File: config.mk
export PLATFORM = sky130hd
export DESIGN_NAME = cmd_hdr_decoder
export DESIGN_NICKNAME = d
export VERILOG_FILES = /design/src/rtl/cmdp_pkg.sv /design/src/rtl/cmdp_list_track.sv /design/src/rtl/cmdp_meth_gen.sv /design/src/rtl/cmd_hdr_decoder.sv
export SDC_FILE = /design/constraint.sdc
export NUM_CORES = 1
export LEC_CHECK = 0
export CORE_MARGIN = 3
export CORE_UTILIZATION = 60
export CTS_CLUSTER_DIAMETER = 80
export DETAILED_ROUTE_END_ITERATION = 7
export PLACE_DENSITY = 0.87
export SLEW_MARGIN = 40
export SYNTH_ARGS = -nofsm -noshare
export SYNTH_HDL_FRONTEND = slang
export SYNTH_SLANG_ARGS = --single-unit
File: constraint.sdc
create_clock -name clk -period 6.8 [get_ports clk]
set_clock_uncertainty 0.05 [all_clocks]
set_input_delay 1.36 -clock clk [delete_from_list [all_inputs] [get_ports clk]]
set_output_delay 1.36 -clock clk [all_outputs]
set_load 0.01 [all_outputs]
File: src/rtl/cmdp_pkg.sv
`timescale 1ns/1ps
package cmdp_pkg;

    localparam int METH_W = 13;
    localparam int SUB_W  = 3;
    localparam int CNT_W  = 13;
    localparam int MODE_W = 3;
    localparam int WORD_W = 32;

    // Packed header: mode[31:29] count/imm[28:16] subchannel[15:13] method[12:0]
    typedef struct packed {
        logic [MODE_W-1:0] mode;
        logic [CNT_W-1:0]  cnt;
        logic [SUB_W-1:0]  sub;
        logic [METH_W-1:0] meth;
    } hdr_t;

    typedef enum logic [2:0] {
        K_INC,
        K_FIXED,
        K_ONCE,
        K_IMM,
        K_BAD
    } kind_e;

    typedef enum logic [2:0] {
        S_IDLE,
        S_HDR_RD,
        S_HDR_DEC,
        S_ARG_RD,
        S_ARG_CAP,
        S_EMIT
    } st_e;

    typedef struct packed {
        logic [METH_W-1:0] meth;
        logic [SUB_W-1:0]  sub;
        logic [WORD_W-1:0] val;
    } wr_t;

    function automatic kind_e kind_of(input logic [MODE_W-1:0] m);
        kind_e k;
        case (m)
            3'd0, 3'd1: k = K_INC;
            3'd2, 3'd3: k = K_FIXED;
            3'd4:       k = K_IMM;
            3'd5:       k = K_ONCE;
            default:    k = K_BAD;
        endcase
        return k;
    endfunction

endpackage

File: src/rtl/cmdp_list_track.sv
`timescale 1ns/1ps
module cmdp_list_track
    import cmdp_pkg::*;
#(
    parameter int AW = 16,
    parameter int LW = 16
) (
    input  logic             clk,
    input  logic             rst,
    input  logic             load,
    input  logic             step,
    input  logic [AW-1:0]    base,
    input  logic [LW-1:0]    len,
    input  logic [CNT_W-1:0] need,
    output logic [AW-1:0]    ptr,
    output logic             at_end,
    output logic             fits
);
    localparam int MX = (AW > LW) ? AW : LW;
    localparam int PW = ((MX > CNT_W) ? MX : CNT_W) + 2;

    logic [PW-1:0] ptr_q;
    logic [PW-1:0] end_q;

    always_ff @(posedge clk) begin
        if (rst) begin
            ptr_q <= '0;
            end_q <= '0;
        end else if (load) begin
            ptr_q <= PW'(base);
            end_q <= PW'(base) + PW'(len);
        end else if (step) begin
            ptr_q <= ptr_q + PW'(1);
        end
    end

    assign ptr    = ptr_q[AW-1:0];
    assign at_end = (ptr_q >= end_q);
    assign fits   = ((ptr_q + PW'(need)) <= end_q);

    AST_PTR_BOUND: assert property (@(posedge clk) disable iff (rst)
        ptr_q <= end_q);

    AST_STEP_INSIDE: assert property (@(posedge clk) disable iff (rst)
        (step && !load) |-> (ptr_q < end_q));

endmodule

File: src/rtl/cmdp_meth_gen.sv
`timescale 1ns/1ps
module cmdp_meth_gen
    import cmdp_pkg::*;
(
    input  kind_e             kind,
    input  logic [METH_W-1:0] base_meth,
    input  logic [CNT_W-1:0]  idx,
    output logic [METH_W-1:0] meth
);
    localparam logic [METH_W-1:0] ONE = METH_W'(1);

    always_comb begin
        case (kind)
            K_INC:   meth = base_meth + METH_W'(idx);
            K_ONCE:  meth = (idx == '0) ? base_meth : base_meth + ONE;
            default: meth = base_meth;
        endcase
    end

endmodule

File: src/rtl/cmd_hdr_decoder.sv
`timescale 1ns/1ps
module cmd_hdr_decoder
    import cmdp_pkg::*;
#(
    parameter int AW = 16,
    parameter int LW = 16
) (
    input  logic              clk,
    input  logic              rst,
    input  logic              start,
    input  logic [AW-1:0]     list_base,
    input  logic [LW-1:0]     list_len,
    output logic              mem_rd_en,
    output logic [AW-1:0]     mem_rd_addr,
    input  logic [WORD_W-1:0] mem_rd_data,
    output logic              out_valid,
    input  logic              out_ready,
    output logic [METH_W-1:0] out_method,
    output logic [SUB_W-1:0]  out_subch,
    output logic [WORD_W-1:0] out_value,
    output logic              done,
    output logic              err_bad_mode,
    output logic              err_zero_count,
    output logic              err_overrun
);
    st_e              st;
    hdr_t             hdr_q;
    kind_e            kind_q;
    logic [CNT_W-1:0] idx_q;
    wr_t              out_q;

    hdr_t              h_in;
    kind_e             k_in;
    logic              at_end;
    logic              fits;
    logic              load;
    logic              last_arg;
    logic [METH_W-1:0] gen_meth;

    assign h_in     = hdr_t'(mem_rd_data);
    assign k_in     = kind_of(h_in.mode);
    assign load     = (st == S_IDLE) && start;
    assign last_arg = (idx_q == (hdr_q.cnt - CNT_W'(1)));
    assign mem_rd_en = ((st == S_HDR_RD) && !at_end) || (st == S_ARG_RD);

    cmdp_list_track #(.AW(AW), .LW(LW)) u_track (
        .clk    (clk),
        .rst    (rst),
        .load   (load),
        .step   (mem_rd_en),
        .base   (list_base),
        .len    (list_len),
        .need   (h_in.cnt),
        .ptr    (mem_rd_addr),
        .at_end (at_end),
        .fits   (fits)
    );

    cmdp_meth_gen u_meth (
        .kind      (kind_q),
        .base_meth (hdr_q.meth),
        .idx       (idx_q),
        .meth      (gen_meth)
    );

    always_ff @(posedge clk) begin
        if (rst) begin
            st             <= S_IDLE;
            hdr_q          <= '0;
            kind_q         <= K_INC;
            idx_q          <= '0;
            out_q          <= '0;
            out_valid      <= 1'b0;
            done           <= 1'b0;
            err_bad_mode   <= 1'b0;
            err_zero_count <= 1'b0;
            err_overrun    <= 1'b0;
        end else begin
            done <= 1'b0;
            case (st)
                S_IDLE: begin
                    if (start) begin
                        err_bad_mode   <= 1'b0;
                        err_zero_count <= 1'b0;
                        err_overrun    <= 1'b0;
                        st             <= S_HDR_RD;
                    end
                end
                S_HDR_RD: begin
                    if (at_end) begin
                        done <= 1'b1;
                        st   <= S_IDLE;
                    end else begin
                        st <= S_HDR_DEC;
                    end
                end
                S_HDR_DEC: begin
                    hdr_q  <= h_in;
                    kind_q <= k_in;
                    idx_q  <= '0;
                    if (k_in == K_BAD) begin
                        err_bad_mode <= 1'b1;
                        st           <= S_HDR_RD;
                    end else if (k_in == K_IMM) begin
                        out_q     <= '{meth: h_in.meth, sub: h_in.sub, val: WORD_W'(h_in.cnt)};
                        out_valid <= 1'b1;
                        st        <= S_EMIT;
                    end else if (h_in.cnt == '0) begin
                        if (k_in == K_ONCE) err_zero_count <= 1'b1;
                        st <= S_HDR_RD;
                    end else if (!fits) begin
                        err_overrun <= 1'b1;
                        done        <= 1'b1;
                        st          <= S_IDLE;
                    end else begin
                        st <= S_ARG_RD;
                    end
                end
                S_ARG_RD: st <= S_ARG_CAP;
                S_ARG_CAP: begin
                    out_q     <= '{meth: gen_meth, sub: hdr_q.sub, val: mem_rd_data};
                    out_valid <= 1'b1;
                    st        <= S_EMIT;
                end
                S_EMIT: begin
                    if (out_ready) begin
                        out_valid <= 1'b0;
                        if ((kind_q == K_IMM) || last_arg) begin
                            st <= S_HDR_RD;
                        end else begin
                            idx_q <= idx_q + CNT_W'(1);
                            st    <= S_ARG_RD;
                        end
                    end
                end
                default: st <= S_IDLE;
            endcase
        end
    end

    assign out_method = out_q.meth;
    assign out_subch  = out_q.sub;
    assign out_value  = out_q.val;

    AST_HOLD_STABLE: assert property (@(posedge clk) disable iff (rst)
        (out_valid && !out_ready) |=> (out_valid && $stable(out_method)
                                       && $stable(out_subch) && $stable(out_value)));

    AST_NO_READ_WHILE_VALID: assert property (@(posedge clk) disable iff (rst)
        out_valid |-> !mem_rd_en);

    AST_DONE_ONE_CYCLE: assert property (@(posedge clk) disable iff (rst)
        done |=> !done);

    AST_BADMODE_STICKY: assert property (@(posedge clk) disable iff (rst)
        (err_bad_mode && !start) |=> err_bad_mode);

    AST_IMM_ZERO_EXT: assert property (@(posedge clk) disable iff (rst)
        (out_valid && (kind_q == K_IMM)) |-> (out_value[WORD_W-1:CNT_W] == '0));

    AST_OVERRUN_STOPS: assert property (@(posedge clk) disable iff (rst)
        $rose(err_overrun) |-> (done && !out_valid));

endmodule

==> flow_metrics.tcl, run 1 <==
set metrics [dict create \
    final.hold.worst_slack_ns 0.4100 \
    worst-r2r-cell-count 18 \
    synth_edf_count 0 \
    static_leakage_uw 0.004161 \
    num_antenna_cells 0 \
    avgRoutedWirePerCell_um 18.63 \
    cpLargestDelayFamily "compound AO/OA/AOI/OAI gates" \
    postCtsHoldBufs 0 \
    synth_top_cells_by_area "sky130_fd_sc_hd__dfxtp_1 29%, sky130_fd_sc_hd__ha_1 11%, sky130_fd_sc_hd__nand2_1 7.8%" \
    run_status "finished clean" \
    post_synthesis_area_per_instance_sq_um 7.558 \
    finalNetCount 1473 \
    postSynthRegisterBits 136 \
    crit_fanout 5 \
    cts_tree "yes" \
    rrSetupSlack_ns 2.46 \
    floorplan.initialDensity 0.6155 \
    topRoutingLayerUsed "met5" \
    grt_max_degree 77 \
    slowest_delay_ns 0.62 \
    drc_errors 0 \
    fp.dieH_um 130.9 \
    firstDrtPassIters 5 \
    globalplace.congestion 0.9391 \
    max_freq_mhz 187.0 \
    core-area_sq_um 15200 \
    finish.instance_area_sq_um 11240 \
    critPathSlowestCell "sky130_fd_sc_hd__clkdlybuf4s50_1" \
    via_count 9715 \
    synth.largest_area_cell "sky130_fd_sc_hd__dfxtp_1" \
    relSlewSlack 0.4638 \
    synth_top_flop_cell "sky130_fd_sc_hd__dfxtp_1" \
    core.rowCount 45 \
    tns_ns 0 \
    worstPathArrival_ns 5.63 \
    worst_hold_path_type "register to register" \
    finalMaxSlewViolations 0 \
    final_min_period_over_clock_period 0.7863 \
    rsz_0062_raised_after_global_routing "false" \
    grt_pass1_vias 8911 \
    met2_wirelength_mm 12.49 \
    area_growth_syn_to_layout_pct 20.14 \
    timing.hold.worst_endpoint "u_track.end_q[6]" \
    post_dp_cell_area_sq_um 10660 \
    multi_input_area_sq_um 6060 \
    cap_violations 0 \
    htree_depth 4 \
    finalWorstSetupSlack_ns 1.453 \
    dr.first_iter.drc_count 1044 \
    dr_wl_met3_mm 2.936 \
    worst_r2r_startpoint "u_track.ptr_q[0]" \
    count_of_fill_cells_added_during_filler_insertion 1170 \
    regArea_sq_um 2723 \
    crit_path_end_kind "register" \
    power.density_nw_per_um2 218.1 \
    post_detailed_route_via_to_cell_ratio 6.379 \
    route.final.wire_length_mm 28.38 \
    ratio_of_cells_with_drive_above_1_in_the_final_layout 0.05169 \
    number_of_standard_cells_in_the_final_layout_excluding_fillers 1523 \
    detailed_routing_wirelength_on_met1_mm 11.97 \
    clockBufferDepth 2 \
    worst_setup_hold_path_clk_slew_ns 0.06 \
    insertion_delay_ns 0.43 \
    crit_required_ns 7.08 \
    yosysWarningCount 0 \
    antenna_found_initial 1 \
    synth_cell_types 68 \
    synthTopCellsByCount "195 x sky130_fd_sc_hd__nand2_1, 136 x sky130_fd_sc_hd__dfxtp_1, 117 x sky130_fd_sc_hd__nor2_1" \
    cts.repair.resized 0 \
    clockRootBuffer "sky130_fd_sc_hd__clkbuf_16" \
    netlist_area_sq_um 9356 \
    worst_ir_drop_vdd_mv 0.2044 \
    setup.worst_path.start_class "primary input" \
    post_cts_setup_buffer_count 0 \
    synth_seq_area_share 0.2910 \
    hpwlAfterDp_mm 20.24 \
    synth_top_cell_area_share 0.2910 \
    worst-path-buf-inv 2 \
    die_width_um 130.9 \
    period_minus_slack_ns 5.347 \
    dp_worst_setup_slack_ns 1.085 \
    post_synth_inst_count 1238 \
    placement.io_buffers 137 \
    crit_type "primary input to register" \
    timing.final.setup_violations 0 \
    max_slew.worst_pin.slew_ns 0.8044 \
    hold-path-cell-count 2 \
    antenna_left 0 \
    numPlacedInstances 1491 \
    syn_nets 1389 \
    floorplan.die_area_sq_um 17130 \
    finalHoldViolations 0 \
    grt-ovfl-total 0 \
    cts_made_buffers 17 \
    worstHoldStart "u_track.end_q[6]" \
    io_pins 138 \
    regToRegEndpoint "st[0]" \
    clkSinkCount 136 \
    synth_most_common_cell "sky130_fd_sc_hd__nand2_1" \
    grtUsageTotal 0.3288 \
    critical_path_cell_list "clkdlybuf4s50_1 > ha_1 > inv_1 > fa_1 > nor2b_1 > o21ai_0 > a21boi_0 > o21ai_0 > a211oi_1 > nor3_1 > a21oi_1 > xnor2_1 > ha_1 > and4_1 > nand3_1 > o32a_1 > nand2_1 > nand3_1 > a311oi_1" \
    grt_pass1_wl_mm 44.69 \
    async_flop_share 0 \
]
## stage by stage
step | utilization | power, uW
2_1_floorplan | - | 1339
3_3_place_gp | 0.7012 | 1521
3_5_place_dp | 0.7015 | 1543
4_1_cts | 0.7394 | 2439
5_1_grt | 0.7394 | 2562
6_report | 0.7394 | 2452
## placed cells by master (no fill, tap or decap), drive strengths merged, types with 21 or more instances in the layout
cell type      synthesis  routed
a211oi                36      36
a21oi                115     115
a311oi                27      27
clkbuf                53      22
clkdlybuf4s50          0     136
dfxtp                136     136
ha                    80      80
inv                   56      58
nand2                195     195
nand3                 54      54
nor2                 117     117
nor3                  36      36
o21ai                 44      44
xnor2                 43      43
xor2                  21      21
## report_power, final
part | internal [uW] | switching [uW]
clock network | 542 | 357
registers | 840 | 59.4
logic | 286 | 368
## sequential cells by signal, summed over array words and instances (netlist names)
| register | flops |
|---|---|
| u_track.end_q | 17 |
| out_value | 32 |
| kind_q | 3 |
| err_overrun | 1 |
| err_bad_mode | 1 |
| idx_q | 13 |
| u_track.ptr_q | 18 |
| out_method | 13 |
| st | 3 |
| err_zero_count | 1 |
| done | 1 |
| out_subch | 3 |
| out_valid | 1 |
| hdr_q | 29 |
## layer usage
layer	vias up	global-route usage
met4	2	0.1349
met1	4551	0.4575
li1	4583	-
met5	-	0
met2	515	0.4980
met3	64	0.06748
## layout make-up
cell class              instances  area share
clock buffers                  22     0.04308
flip-flops and latches        136      0.2422
multi-input cells             965      0.5391
repair buffers                146      0.1278
inverters                      56     0.01870
well taps                     188     0.02093
clock inverters                10    0.008237
## worst reg2reg max path: cells and delay by family, from the launching register on
| kind | cells | cell delay (ns) |
|---|---|---|
| buffers and inverters | 1 | 0.06 |
| AND/OR/NAND/NOR | 6 | 0.83 |
| AO/OA/AOI/OAI | 7 | 1.73 |
| flip-flops | 1 | 0.53 |
| adder cells (fa/ha/maj) | 3 | 0.97 |
| XOR/XNOR | 1 | 0.09 |
## worst max path at each step
stage / start / endpoint / slack (ns) / cells past startpoint
after floorplan: mem_rd_data[16] / st[0] / 2.21 / 18
after global placement: mem_rd_data[16] / st[0] / 1.21 / 19
after detailed placement: mem_rd_data[16] / st[0] / 1.08 / 19
after CTS: mem_rd_data[16] / st[0] / 1.51 / 19
after global routing: mem_rd_data[16] / st[0] / 1.10 / 19
final: mem_rd_data[16] / st[0] / 1.45 / 19
## kinds of logic after synthesis
group | after synthesis | synth area share
flops | 136 | 0.2910
mux | 8 | 0.008692
compound gates | 298 | 0.2096
buf+inv | 137 | 0.06365
xor+xnor | 64 | 0.05991
fa+ha+maj | 83 | 0.1134
simple gates | 512 | 0.2538
(Power assumes the default switching activity.)
==> inputs of run 2 (changes only) <==
--- a/config.mk
+++ b/config.mk
@@ -6,10 +6,10 @@
 export NUM_CORES = 1
 export LEC_CHECK = 0
 export CORE_MARGIN = 3
-export CORE_UTILIZATION = 60
+export CORE_UTILIZATION = 56
 export CTS_CLUSTER_DIAMETER = 80
 export DETAILED_ROUTE_END_ITERATION = 7
-export PLACE_DENSITY = 0.87
+export PLACE_DENSITY = 0.82
 export SLEW_MARGIN = 40
 export SYNTH_ARGS = -nofsm -noshare
 export SYNTH_HDL_FRONTEND = slang
==> constraint.sdc (replaced) <==
create_clock -name clk -period 5 [get_ports clk]
set_clock_uncertainty 0.05 [all_clocks]
set_input_delay 1 -clock clk [delete_from_list [all_inputs] [get_ports clk]]
set_output_delay 1 -clock clk [all_outputs]
set_load 0.01 [all_outputs]
==> run 2 against run 1 <==
Against the previous run: combinational power up 37%; critical endpoint unchanged; hold slack worse by 0.0059 ns; critical path type unchanged; final area up 1.8%; sequential power up 36%.
==> flow_metrics.tcl, run 2 (same netlist as run 1, synthesis figures left out) <==
set metrics [dict create \
    run_status "finished clean" \
    combinationalPowerShare 0.258 \
    mostFrequentLayoutCell "sky130_fd_sc_hd__nand2_1" \
    cts_tree "yes" \
    relSlewSlack 0.4859 \
    post_cts_setup_buffer_count 0 \
    max_slew.worst_pin.slew_ns 0.7712 \
    critical_path_cell_list "clkdlybuf4s50_1 > ha_1 > inv_1 > fa_1 > nor2b_1 > o21ai_0 > a21boi_0 > o21ai_0 > a211oi_2 > nor3_1 > a21oi_1 > xnor2_1 > ha_1 > and4_1 > nand3_1 > o32a_1 > nand2_1 > nand3_1 > a311oi_1" \
    grt-ovfl-total 0 \
    slowest_delay_ns 0.53 \
    worst_setup_hold_path_clk_slew_ns 0.06 \
    number_of_standard_cells_in_the_final_layout_excluding_fillers 1567 \
    crit_fanout 4 \
    worst_hold_path_type "register to register" \
    rsz_0062_raised_after_global_routing "false" \
    cpLargestDelayFamily "compound AO/OA/AOI/OAI gates" \
    cts_made_buffers 17 \
    hpwlAfterDp_mm 21.12 \
    antenna_left 0 \
    io_pins 138 \
    cap_violations 0 \
    route.final.wire_length_mm 28.93 \
    critPathSlowestCell "sky130_fd_sc_hd__clkdlybuf4s50_1" \
    crit_type "primary input to register" \
    num_antenna_cells 0 \
    fp.dieH_um 135.3 \
    core-area_sq_um 16120 \
    htree_depth 4 \
    share_seq_of_total_power 0.353 \
    die_width_um 135.3 \
    totalPowerFinal_uw 3458 \
    grt_pass1_wl_mm 45.41 \
    static_leakage_uw 0.004250 \
    floorplan.die_area_sq_um 18300 \
    ratio_of_cells_with_drive_above_1_in_the_final_layout 0.06366 \
    numPlacedInstances 1536 \
    worst_ir_drop_vdd_mv 0.3110 \
    max_freq_mhz 212.3 \
    tns_ns 0 \
    antenna_found_initial 0 \
    post_detailed_route_via_to_cell_ratio 6.133 \
    clkSinkCount 136 \
    area_growth_syn_to_layout_pct 22.33 \
    avgRoutedWirePerCell_um 18.46 \
    dr.first_iter.drc_count 1053 \
    largest_register_ffs 32 \
    placement.io_buffers 137 \
    grt_max_degree 69 \
    power.share.clock 0.389 \
    power.net_switching_uw 1122 \
    grt_pass1_vias 8722 \
    floorplan.initialDensity 0.5806 \
    core.rowCount 46 \
    swShare 0.3244 \
    globalplace.congestion 0.9447 \
    firstDrtPassIters 5 \
    via_count 9611 \
    period_minus_slack_ns 4.710 \
    finalNetCount 1490 \
    final_min_period_over_clock_period 0.9420 \
    worstPathArrival_ns 4.99 \
    timing.final.setup_violations 0 \
    crit_path_end_kind "register" \
    clockRootBuffer "sky130_fd_sc_hd__clkbuf_16" \
    mostFrequentLayoutCells "195 x sky130_fd_sc_hd__nand2_1, 136 x sky130_fd_sc_hd__dfxtp_1, 136 x sky130_fd_sc_hd__clkdlybuf4s50_1" \
    clockBufferDepth 2 \
    finalMaxSlewViolations 0 \
    crit_required_ns 5.28 \
    internal_power_uw 2336 \
    power.density_nw_per_um2 302.1 \
    insertion_delay_ns 0.43 \
    finalHoldViolations 0 \
    worst-path-buf-inv 2 \
    setup.worst_path.start_class "primary input" \
    drc_errors 0 \
    grtUsageTotal 0.3111 \
]
==> run 2: cell count changes in the layout (fill, tap and decap cells not counted), moves of 2 or more <==
cell,previous run,this run
sky130_fd_sc_hd__buf_4,10,27
sky130_fd_sc_hd__clkinv_2,4,1
sky130_fd_sc_hd__clkinvlp_4,1,3
sky130_fd_sc_hd__clkinv_4,2,0
sky130_fd_sc_hd__inv_6,2,4
sky130_fd_sc_hd__inv_8,0,3
sky130_fd_sc_hd__bufinv_16,1,3
sky130_fd_sc_hd__clkbuf_8,4,0
==> run 2: per-stage QoR <==
stage | hold WS, ns | setup slack [ns] | util | area (sq um)
global route | 0.4337 | 0.005474 | 0.7102 | 11450
detailed placement | 0.3972 | -0.1840 | 0.6717 | 10820
floorplan | 0.3819 | 0.7749 | - | 9356
global placement | 0.3893 | -0.01564 | 0.6715 | 10820
finish | 0.4042 | 0.2901 | 0.7102 | 11450
CTS | 0.4034 | 0.2441 | 0.7096 | 11440
==> run 2: worst paths after layout <==
path / from / slack [ns] / cells past startpoint / to
setup / recovery: mem_rd_data[16] / 0.29 / 19 / st[0]
hold / removal: u_track.end_q[8] / 0.40 / 2 / u_track.end_q[8]
setup reg to reg: u_track.ptr_q[0] / 0.75 / 18 / st[0]
hold reg to reg: u_track.end_q[8] / 0.40 / 2 / u_track.end_q[8]
==> run 2: timing repair <==
item                                    4_1_cts  5_1_grt
hold buffers                                  0        0
endpoints found under the setup margin        0        3
gates resized for setup                       0        1
==> run 2: layout make-up <==
type	instances	area, sq um
Sequential cell	136	2723
Fill cell	1299	4669
Multi-Input combinational cell	965	6067
Timing Repair Buffer	163	1564
Tap cell	216	270.3
Clock inverter	14	186.4
Inverter	56	210.2
Clock buffer	17	425.4
==> run 2: tightest hold or removal path: stages (launching register included) <==
cell	delay, ns
sky130_fd_sc_hd__dfxtp_1	0.31
sky130_fd_sc_hd__nand2_1	0.05
sky130_fd_sc_hd__a21oi_1	0.05
==> run 2: layer usage <==
layer / vias up / track usage / wire [um]
met4: 0 / 0.1086 / 778
li1: 4599 / - / -
met3: 60 / 0.06426 / 2869
met2: 485 / 0.4533 / 12040
met5: - / 0 / 0
met1: 4467 / 0.4554 / 13240
==> run 2: power groups by stage <==
stage	clock (uW)	sequential (uW)	combinational [uW]
after floorplan	0	1210	608
after global placement	0	1240	853
after detailed placement	0	1240	871
after CTS	1340	1220	880
after global routing	1390	1230	992
final	1340	1220	892
==> inputs of run 3 (changes only) <==
--- a/config.mk
+++ b/config.mk
@@ -6,10 +6,10 @@
 export NUM_CORES = 1
 export LEC_CHECK = 0
 export CORE_MARGIN = 3
-export CORE_UTILIZATION = 56
+export CORE_UTILIZATION = 50
 export CTS_CLUSTER_DIAMETER = 80
 export DETAILED_ROUTE_END_ITERATION = 7
-export PLACE_DENSITY = 0.82
+export PLACE_DENSITY = 0.77
 export SLEW_MARGIN = 40
 export SYNTH_ARGS = -nofsm -noshare
 export SYNTH_HDL_FRONTEND = slang
==> constraint.sdc (replaced) <==
create_clock -name clk -period 4 [get_ports clk]
set_clock_uncertainty 0.05 [all_clocks]
set_input_delay 0.8 -clock clk [delete_from_list [all_inputs] [get_ports clk]]
set_output_delay 0.8 -clock clk [all_outputs]
set_load 0.01 [all_outputs]
==> run 3 against run 2 <==
Against the previous run: combinational power up 37%; first-iteration DRC count fell by 2.6%; power increased by 23%; die area up 11%; register-to-register slack worse by 0.58 ns; setup slack got worse by 0.19 ns; sequential share of layout area shrank 0.65 points; sequential power increased by 25%.
==> flow_metrics.tcl, run 3 (same netlist as run 1, synthesis figures left out) <==
set metrics [dict create \
    clockBufferDepth 2 \
    mostFrequentLayoutCells "195 x sky130_fd_sc_hd__nand2_1, 135 x sky130_fd_sc_hd__dfxtp_1, 133 x sky130_fd_sc_hd__clkdlybuf4s50_1" \
    grtUsageTotal 0.2821 \
    clockRootBuffer "sky130_fd_sc_hd__clkbuf_16" \
    worst_setup_hold_path_clk_slew_ns 0.06 \
    final.hold.worst_slack_ns 0.4024 \
    drc_errors 0 \
    worst-r2r-cell-count 18 \
    clkSinkCount 136 \
    core.rowCount 49 \
    finalMaxSlewViolations 0 \
    placement.io_buffers 137 \
    globalplace.congestion 0.9038 \
    num_antenna_cells 0 \
    hpwlAfterDp_mm 21.20 \
    static_leakage_uw 0.004474 \
    rrSetupSlack_ns 0.17 \
    run_status "finished clean" \
    crit_type "primary input to register" \
    largest_register_ffs 32 \
    dr.first_iter.drc_count 1026 \
    power.density_nw_per_um2 360.1 \
    route.final.wire_length_mm 29.08 \
    avgRoutedWirePerCell_um 17.93 \
    finalNetCount 1532 \
    io_pins 138 \
    finalHoldViolations 0 \
    area_growth_syn_to_layout_pct 25.81 \
    antenna_found_initial 0 \
    via_count 9772 \
    regToRegEndpoint "st[0]" \
    worstHoldStart "u_track.end_q[7]" \
    post_detailed_route_via_to_cell_ratio 6.025 \
    cts_made_buffers 17 \
    die_width_um 142.8 \
    grt-ovfl-total 0 \
    cap_violations 0 \
    multi_input_area_sq_um 6100 \
    ratio_of_cells_with_drive_above_1_in_the_final_layout 0.09620 \
    cts_tree "yes" \
    max_freq_mhz 256.5 \
    timing.final.setup_violations 0 \
    hold-path-cell-count 2 \
    grt_max_degree 89 \
    worst_hold_path_type "register to register" \
    setup.worst_path.start_class "primary input" \
    period_minus_slack_ns 3.899 \
    insertion_delay_ns 0.42 \
    timing.hold.worst_endpoint "u_track.end_q[7]" \
    core-area_sq_um 18150 \
    firstDrtPassIters 5 \
    grt_pass1_vias 9034 \
    floorplan.die_area_sq_um 20390 \
    worst_r2r_startpoint "u_track.ptr_q[0]" \
    floorplan.initialDensity 0.5156 \
    crit_path_end_kind "register" \
    max_slew.worst_pin.slew_ns 0.8046 \
    worstPathArrival_ns 4.18 \
    postCtsHoldBufs 0 \
    mostFrequentLayoutCell "sky130_fd_sc_hd__nand2_1" \
    final_min_period_over_clock_period 0.9748 \
    regArea_sq_um 2724 \
    worst_ir_drop_vdd_mv 0.2826 \
    totalPowerFinal_uw 4239 \
    relSlewSlack 0.4636 \
    grt_pass1_wl_mm 46.33 \
    count_of_fill_cells_added_during_filler_insertion 1550 \
    crit_required_ns 4.28 \
    htree_depth 4 \
    crit_fanout 4 \
    fp.dieH_um 142.8 \
    antenna_left 0 \
]
-- run 3: layout make-up --
cell class | instances | area share
Multi-Input combinational cell | 965 | 0.5182
Inverter | 56 | 0.01786
Timing Repair Buffer | 205 | 0.1610
Clock inverter | 9 | 0.008610
Tap cell | 229 | 0.02434
Sequential cell | 136 | 0.2314
Clock buffer | 22 | 0.03858
-- run 3: worst max-delay path by stage --
stage / from / endpoint / slack [ns] / cells after the start
after CTS: mem_rd_data[17] / st[0] / 0.02 / 18
after detailed placement: mem_rd_data[16] / st[0] / -0.92 / 19
after global routing: mem_rd_data[16] / st[0] / -0.03 / 19
after floorplan: mem_rd_data[16] / st[0] / 0.03 / 18
after global placement: mem_rd_data[16] / st[0] / -0.79 / 19
final: mem_rd_data[16] / st[0] / 0.10 / 19
-- run 3: critical path: stages --
cell	delay, ns
sky130_fd_sc_hd__clkbuf_2	0.13
sky130_fd_sc_hd__ha_2	0.20
sky130_fd_sc_hd__inv_1	0.06
sky130_fd_sc_hd__fa_2	0.37
sky130_fd_sc_hd__nor2b_2	0.11
sky130_fd_sc_hd__o21ai_1	0.08
sky130_fd_sc_hd__a21boi_1	0.25
sky130_fd_sc_hd__o21ai_2	0.12
sky130_fd_sc_hd__a211oi_2	0.28
sky130_fd_sc_hd__nor3_2	0.09
sky130_fd_sc_hd__buf_4	0.14
sky130_fd_sc_hd__xnor2_1	0.12
sky130_fd_sc_hd__ha_1	0.29
sky130_fd_sc_hd__and4_1	0.23
sky130_fd_sc_hd__nand3_2	0.09
sky130_fd_sc_hd__o32a_1	0.35
sky130_fd_sc_hd__nand2_1	0.09
sky130_fd_sc_hd__nand3_2	0.11
sky130_fd_sc_hd__a311oi_1	0.27
-- run 3: metrics by stage --
stage            util  worst slack [ns]  area (sq um)  setup TNS, ns  cells
3_5_place_dp   0.6115           -0.9184         11100         -3.448   1580
5_1_grt        0.6486          -0.03175         11770       -0.03175   1622
2_1_floorplan       -           0.02963          9361              0   1238
4_1_cts        0.6449           0.01827         11700              0   1617
6_report       0.6486            0.1010         11770              0   1622
3_3_place_gp   0.6110           -0.7896         11090         -2.960   1580
-- run 3: what timing repair did --
| action | in CTS | in global routing |
|---|---|---|
| pin swaps | 2 | 9 |
| endpoints found under the setup margin | 4 | 5 |
| setup buffers | 6 | 5 |
| resized for setup | 4 | 14 |
| gates cloned | 0 | 0 |
-- run 3: where the power goes --
| part | internal [uW] | switching [uW] | total [uW] |
|---|---|---|---|
| Sequential | 1430 | 86.8 | 1520 |
| Clock | 924 | 575 | 1500 |
| Combinational | 565 | 659 | 1220 |
-- run 3: layer usage --
| layer | GRT usage | vias to the layer above | part of all wire |
|---|---|---|---|
| met3 | 0.04823 | 64 | 0.079 |
| li1 | - | 4676 | - |
| met2 | 0.4488 | 441 | 0.46 |
| met4 | 0.1021 | 0 | 0.031 |
| met1 | 0.3857 | 4591 | 0.43 |
| met5 | 0 | - | 0 |
